File: src/rtl/lcmp_pkg.sv
package lcmp_pkg;
    typedef enum logic [1:0] {
        ST_FREE  = 2'd0,
        ST_ARMED = 2'd1,
        ST_FIRED = 2'd2
    } lcmp_state_e;

    // word index of each register (byte offset >> 2)
    localparam logic [1:0] IDX_LIMIT      = 2'd0;
    localparam logic [1:0] IDX_COUNT      = 2'd1;
    localparam logic [1:0] IDX_LIMIT_KEEP = 2'd2;

    localparam int WORD_W = 32;
endpackage

File: src/rtl/lcmp_regif.sv
module lcmp_regif
    import lcmp_pkg::*;
#(
    parameter int ADDR_W = 4
) (
    input  logic                clk,
    input  logic                rst_n,
    input  logic                req_valid,
    input  logic                req_write,
    input  logic [ADDR_W-1:0]   req_addr,
    input  logic [3:0]          req_be,
    input  logic [WORD_W-1:0]   limit_word,
    input  logic [WORD_W-1:0]   count_word,
    output logic                wr_limit_rst,
    output logic                wr_limit_keep,
    output logic                rd_limit_ack,
    output logic                rsp_valid,
    output logic [WORD_W-1:0]   rsp_rdata
);
    localparam int IDX_W = ADDR_W - 2;

    logic             acc_ok;
    logic [IDX_W-1:0] word_idx;
    logic             is_limit, is_count, is_keep;
    logic [WORD_W-1:0] rd_mux;

    assign word_idx = req_addr[ADDR_W-1:2];
    assign acc_ok   = req_valid && (req_be == 4'hF) && (req_addr[1:0] == 2'b00);
    assign is_limit = (word_idx == IDX_W'(IDX_LIMIT));
    assign is_count = (word_idx == IDX_W'(IDX_COUNT));
    assign is_keep  = (word_idx == IDX_W'(IDX_LIMIT_KEEP));

    assign wr_limit_rst  = acc_ok &&  req_write && is_limit;
    assign wr_limit_keep = acc_ok &&  req_write && is_keep;
    assign rd_limit_ack  = acc_ok && !req_write && is_limit;

    always_comb begin
        rd_mux = '0;
        if (acc_ok && !req_write) begin
            if (is_limit)      rd_mux = limit_word;
            else if (is_count) rd_mux = count_word;
        end
    end

    always_ff @(posedge clk) begin
        if (!rst_n) begin
            rsp_valid <= 1'b0;
            rsp_rdata <= '0;
        end else begin
            rsp_valid <= req_valid && !req_write;
            rsp_rdata <= rd_mux;
        end
    end
endmodule

File: src/rtl/lcmp_count.sv
module lcmp_count #(
    parameter int CNT_W = 22
) (
    input  logic             clk,
    input  logic             rst_n,
    input  logic             tick,
    input  logic             clear,
    input  logic [CNT_W-1:0] limit_val,
    output logic [CNT_W-1:0] count_q,
    output logic             hit
);
    localparam logic [CNT_W-1:0] CNT_TOP = '1;
    localparam logic [CNT_W-1:0] CNT_ONE = CNT_W'(1);

    logic at_limit;

    assign at_limit = (limit_val != '0) && (count_q == limit_val);
    assign hit      = tick && at_limit;

    always_ff @(posedge clk) begin
        if (!rst_n) begin
            count_q <= '0;
        end else if (clear) begin
            count_q <= '0;
        end else if (tick) begin
            if (at_limit)               count_q <= CNT_ONE;
            else if (count_q == CNT_TOP) count_q <= '0;
            else                        count_q <= count_q + CNT_ONE;
        end
    end
endmodule

File: src/rtl/lcmp_fsm.sv
module lcmp_fsm
    import lcmp_pkg::*;
(
    input  logic        clk,
    input  logic        rst_n,
    input  logic        wr_limit_rst,
    input  logic        wr_limit_keep,
    input  logic        new_limit_zero,
    input  logic        limit_zero,
    input  logic        hit,
    input  logic        rd_limit_ack,
    output lcmp_state_e state_q,
    output logic        irq,
    output logic        reached
);
    lcmp_state_e state_d;

    always_ff @(posedge clk) begin
        if (!rst_n) state_q <= ST_FREE;
        else        state_q <= state_d;
    end

    always_comb begin
        state_d = state_q;
        if (wr_limit_rst) begin
            state_d = new_limit_zero ? ST_FREE : ST_ARMED;          // T_RELOAD / T_DISARM
        end else begin
            unique case (state_q)
                ST_FREE: begin
                    if (wr_limit_keep && !new_limit_zero) state_d = ST_ARMED;   // T_ARM
                end
                ST_ARMED: begin
                    if (hit)                                  state_d = ST_FIRED; // T_FIRE
                    else if (wr_limit_keep && new_limit_zero) state_d = ST_FREE;  // T_DISARM
                end
                ST_FIRED: begin
                    if (!hit && rd_limit_ack)
                        state_d = limit_zero ? ST_FREE : ST_ARMED;            // T_ACK
                end
                default: state_d = ST_FREE;
            endcase
        end
    end

    always_comb begin
        irq     = (state_q == ST_FIRED);
        reached = (state_q == ST_FIRED);
    end
endmodule

File: src/rtl/lcmp_timer.sv
module lcmp_timer
    import lcmp_pkg::*;
#(
    parameter int ADDR_W = 4,
    parameter int LSB    = 9,
    parameter int CNT_W  = 22
) (
    input  logic              clk,
    input  logic              rst_n,
    input  logic              tick,
    input  logic              req_valid,
    input  logic              req_write,
    input  logic [ADDR_W-1:0] req_addr,
    input  logic [3:0]        req_be,
    input  logic [31:0]       req_wdata,
    output logic              rsp_valid,
    output logic [31:0]       rsp_rdata,
    output logic              irq
);
    localparam logic [31:0] FIELD_MASK = 32'(((64'd1 << CNT_W) - 64'd1) << LSB);

    logic             wr_limit_rst, wr_limit_keep, rd_limit_ack;
    logic [CNT_W-1:0] limit_q, new_limit, count_q;
    logic             hit, reached;
    logic [31:0]      limit_word, count_word;
    lcmp_state_e      state_q;
    logic             unused_wdata;

    assign new_limit    = req_wdata[LSB +: CNT_W];
    assign unused_wdata = ^(req_wdata & ~FIELD_MASK);

    always_ff @(posedge clk) begin
        if (!rst_n)                            limit_q <= '0;
        else if (wr_limit_rst || wr_limit_keep) limit_q <= new_limit;
    end

    always_comb begin
        limit_word = '0;
        limit_word[LSB +: CNT_W] = limit_q;
        count_word = '0;
        count_word[LSB +: CNT_W] = count_q;
        count_word[31] = reached;
    end

    lcmp_regif #(.ADDR_W(ADDR_W)) u_regif (
        .clk           (clk),
        .rst_n         (rst_n),
        .req_valid     (req_valid),
        .req_write     (req_write),
        .req_addr      (req_addr),
        .req_be        (req_be),
        .limit_word    (limit_word),
        .count_word    (count_word),
        .wr_limit_rst  (wr_limit_rst),
        .wr_limit_keep (wr_limit_keep),
        .rd_limit_ack  (rd_limit_ack),
        .rsp_valid     (rsp_valid),
        .rsp_rdata     (rsp_rdata)
    );

    lcmp_count #(.CNT_W(CNT_W)) u_count (
        .clk       (clk),
        .rst_n     (rst_n),
        .tick      (tick),
        .clear     (wr_limit_rst),
        .limit_val (limit_q),
        .count_q   (count_q),
        .hit       (hit)
    );

    lcmp_fsm u_fsm (
        .clk            (clk),
        .rst_n          (rst_n),
        .wr_limit_rst   (wr_limit_rst),
        .wr_limit_keep  (wr_limit_keep),
        .new_limit_zero (new_limit == '0),
        .limit_zero     (limit_q == '0),
        .hit            (hit),
        .rd_limit_ack   (rd_limit_ack),
        .state_q        (state_q),
        .irq            (irq),
        .reached        (reached)
    );
endmodule

File: config.mk
export PLATFORM = sky130hd
export DESIGN_NAME = lcmp_timer
export DESIGN_NICKNAME = d
export VERILOG_FILES = /design/src/rtl/lcmp_pkg.sv /design/src/rtl/lcmp_regif.sv /design/src/rtl/lcmp_count.sv /design/src/rtl/lcmp_fsm.sv /design/src/rtl/lcmp_timer.sv
export SDC_FILE = /design/constraint.sdc
export NUM_CORES = 1
export LEC_CHECK = 0
export ABC_AREA = 1
export CAP_MARGIN = 40
export CELL_PAD_IN_SITES_DETAIL_PLACEMENT = 1
export CELL_PAD_IN_SITES_GLOBAL_PLACEMENT = 1
export CORE_MARGIN = 10
export CORE_UTILIZATION = 35
export CTS_BUF_LIST = sky130_fd_sc_hd__clkbuf_16
export DETAILED_ROUTE_END_ITERATION = 8
export DONT_BUFFER_PORTS = 1
export PLACE_DENSITY = 0.69
export RECOVER_POWER = 50
export SLEW_MARGIN = 0
export SYNTH_ARGS = -nofsm -noshare
export SYNTH_HDL_FRONTEND = slang
export SYNTH_SLANG_ARGS = --single-unit
File: constraint.sdc
create_clock -name clk -period 3.3 [get_ports clk]
set_clock_uncertainty 0.05 [all_clocks]
set_input_delay 0.495 -clock clk [delete_from_list [all_inputs] [get_ports clk]]
set_output_delay 0.495 -clock clk [all_outputs]
set_load 0.1 [all_outputs]
==> qor.yml <==
routing:
  vias: 3720
  drt-initial-drc-count: 126
  wirelength_microns: 12800
  ant_nets: 0
  dr.pass1.iters: 4
  routed_via_density: 5.08
  drc: 0
  routedWlPerCell_microns: 17.5
timing:
  setup_slack_ns: 1.12
  slew_violations: 0
  min_period_ns: 2.18
  tns_ns: 0
  fmax_ghz: 0.458
  fin_crit_sh_pct: 66.1
  holdWs_ns: 0.179
  maxSlewHeadroom_pct: 19.5
  timing.final.hold_violations: 0
  worst_pin_slew_ns: 1.21
  rsz0062_at_grt: "false"
  setup_violations: 0
logic_synthesis:
  ys_top_cells_by_count: "nand2_1 (125), dfxtp_1 (70), inv_1 (66)"
  yosys_register_bits: 70
  dominantRegCellSynth: "dfxtp_1"
  yosys_warnings: 0
  syn_avg_cell_area_sq_um: 6.78
  yosys.area.top_type_share_pct: 35.7
  seq_area_frac_synth_pct: 35.7
  synthArstFlopShare_pct: 0
  ys_top_cells_by_area: "dfxtp_1 (36%), nand2_1 (12%), a21oi_1 (7.0%), inv_1 (6.3%), nand3_1 (5.6%)"
  synth.most_common_cell: "nand2_1"
  synth_edf_count: 0
  netlist_instances: 579
  synthesis.area_sq_um: 3930
  synth_cell_types: 34
  yosysTopAreaCell: "dfxtp_1"
run_status:
  status: "complete, no violations"
clock_tree:
  cts-htree-levels: 3
  cts_tree: "done"
  root_buffer: "clkbuf_16"
  cts-resized-gates: 0
  clockBufferDepth: 2
  insertion_delay_ns: 0.34
  cts_sinks: 70
  cts_setup_buffers: 0
  path_clk_slew_ns: 0.06
  cts_buffers: 9
  postCtsHoldBufs: 0
power:
  finalPower_mw: 1.84
  cellPowerDensity_nw_per_um2: 427
  vdd_drop_max_uv: 194
  power.internal_mw: 1.37
  switching_share_pct: 25.5
  p_comb_share_pct: 6.9
  p_switching_uw: 469
  p_clk_share_pct: 46.6
  sequentialPowerShare_pct: 46.5
  p_leak_nw: 1.69
floorplanning:
  die_h_microns: 126
  die_area_sq_um: 15900
  die_x_microns: 126
  fp.coreArea_sq_um: 10900
  rows: 38
  start_util_pct: 35.9
  ioPinCount: 79
placement:
  io_buffers: 0
  place_inst: 717
  gp_congestion: 0.840
  dpl_worst_slack_ns: 1.11
  dp_hpwl_microns: 9900
finish:
  finalNonFillerCells: 733
  antennaDiodeCount: 0
  syn_to_final_growth_pct: 9.56
  num-fill-cells: 1437
  multi_input_area_sq_um: 2080
  seqCellArea_sq_um: 1400
  final_nets: 634
  layout-drive-gt1-share_pct: 8.43
setup_path:
  crit_arrival_ns: 2.32
  cp-end-kind: "register"
  cp_max_fo: 7
  critPathLaunchType: "register"
  crit_required_ns: 3.44
  worst-setup-path-type: "register to register"
global_route:
  grt_max_degree: 27
  grt_pass1_vias: 4036
  overflow: 0
  grt_pass1_wl_microns: 20800
  antenna_found_initial: 0
  grt_usage_pct: 15.9
run:
  cap_violations: 0
worst_hold_path:
  hp-class: "primary input to register"
## state kept, by name, summed over array words and instances, names as in the netlist
name,cells
u_regif.rsp_rdata,23
limit_q,22
u_count.count_q,22
u_fsm.state_q,2
u_regif.rsp_valid,1
## per-layer routing
metal / vias to the layer above / share of wire, % / global-route usage (%)
met4: 0 / 2.3 / 5.43
li1: 1838 / - / -
met1: 1779 / 43 / 18.7
met2: 84 / 48 / 27.0
met3: 19 / 6.0 / 4.82
met5: - / 0 / 0
## cells in the final DEF (no fill, tap or decap), types with 9 or more instances in the layout
| cell | n |
|---|---|
| nor2_1 | 52 |
| nand2_1 | 125 |
| dfxtp_1 | 70 |
| nor3_1 | 11 |
| clkbuf_1 | 25 |
| inv_1 | 68 |
| nand3_1 | 44 |
| clkbuf_16 | 9 |
| xnor2_1 | 12 |
| a21oi_1 | 55 |
| nand4_1 | 19 |
| xor2_1 | 18 |
| o21ai_0 | 27 |
| conb_1 | 9 |
| nor2_2 | 13 |
## final timing paths
kind	startpoint	to	slack, ns	depth (start not counted)
hold reg to reg	limit_q[4]	u_regif.rsp_rdata[13]	0.45	2
setup / recovery	u_count.count_q[0]	u_count.count_q[1]	1.12	10
setup reg to reg	u_count.count_q[0]	u_count.count_q[1]	1.12	10
hold / removal	req_write	u_regif.rsp_valid	0.18	1
## cell type report
| cell class | instances | share of cell area (%) |
|---|---|---|
| inverter | 69 | 6.02 |
| clock inverter | 7 | 0.785 |
| timing repair buffer | 28 | 2.88 |
| multi-input combinational | 410 | 48.4 |
| tap | 140 | 4.07 |
| clock buffer | 9 | 5.23 |
| sequential | 70 | 32.6 |
## stage by stage
stage	instance area [sq um]	util, %
global route	4300	39.3
floorplan	3960	-
finish	4300	39.3
global placement	3940	36.0
detailed placement	4360	39.9
CTS	4620	42.3
## power groups by stage
stage	clock network, mW	logic [mW]	registers [mW]
2_1_floorplan	0	0.120	0.874
3_5_place_dp	0	0.127	0.873
5_1_grt	0.908	0.137	0.855
4_1_cts	0.872	0.128	0.855
3_3_place_gp	0	0.120	0.876
6_report	0.856	0.127	0.854
## kinds of logic after synthesis
family          after synthesis  synth area share, %
fa+ha+maj                     1                0.319
simple gates                285                 33.9
compound gates               84                 10.9
flops                        70                 35.7
buf+inv                     107                 12.1
other cells                   1               0.0955
xor+xnor                     31                 7.10
## worst max-delay path: stages, from the launching register on
cell,delay [ns]
dfxtp_1,0.49
ha_1,0.26
nand4_1,0.21
nor2_1,0.25
nand2_1,0.10
nor2_1,0.16
nand4_1,0.10
nand2_1,0.09
inv_1,0.14
nand3_1,0.11
a21oi_1,0.08
Note: power is estimated with default switching activity, not from simulation.
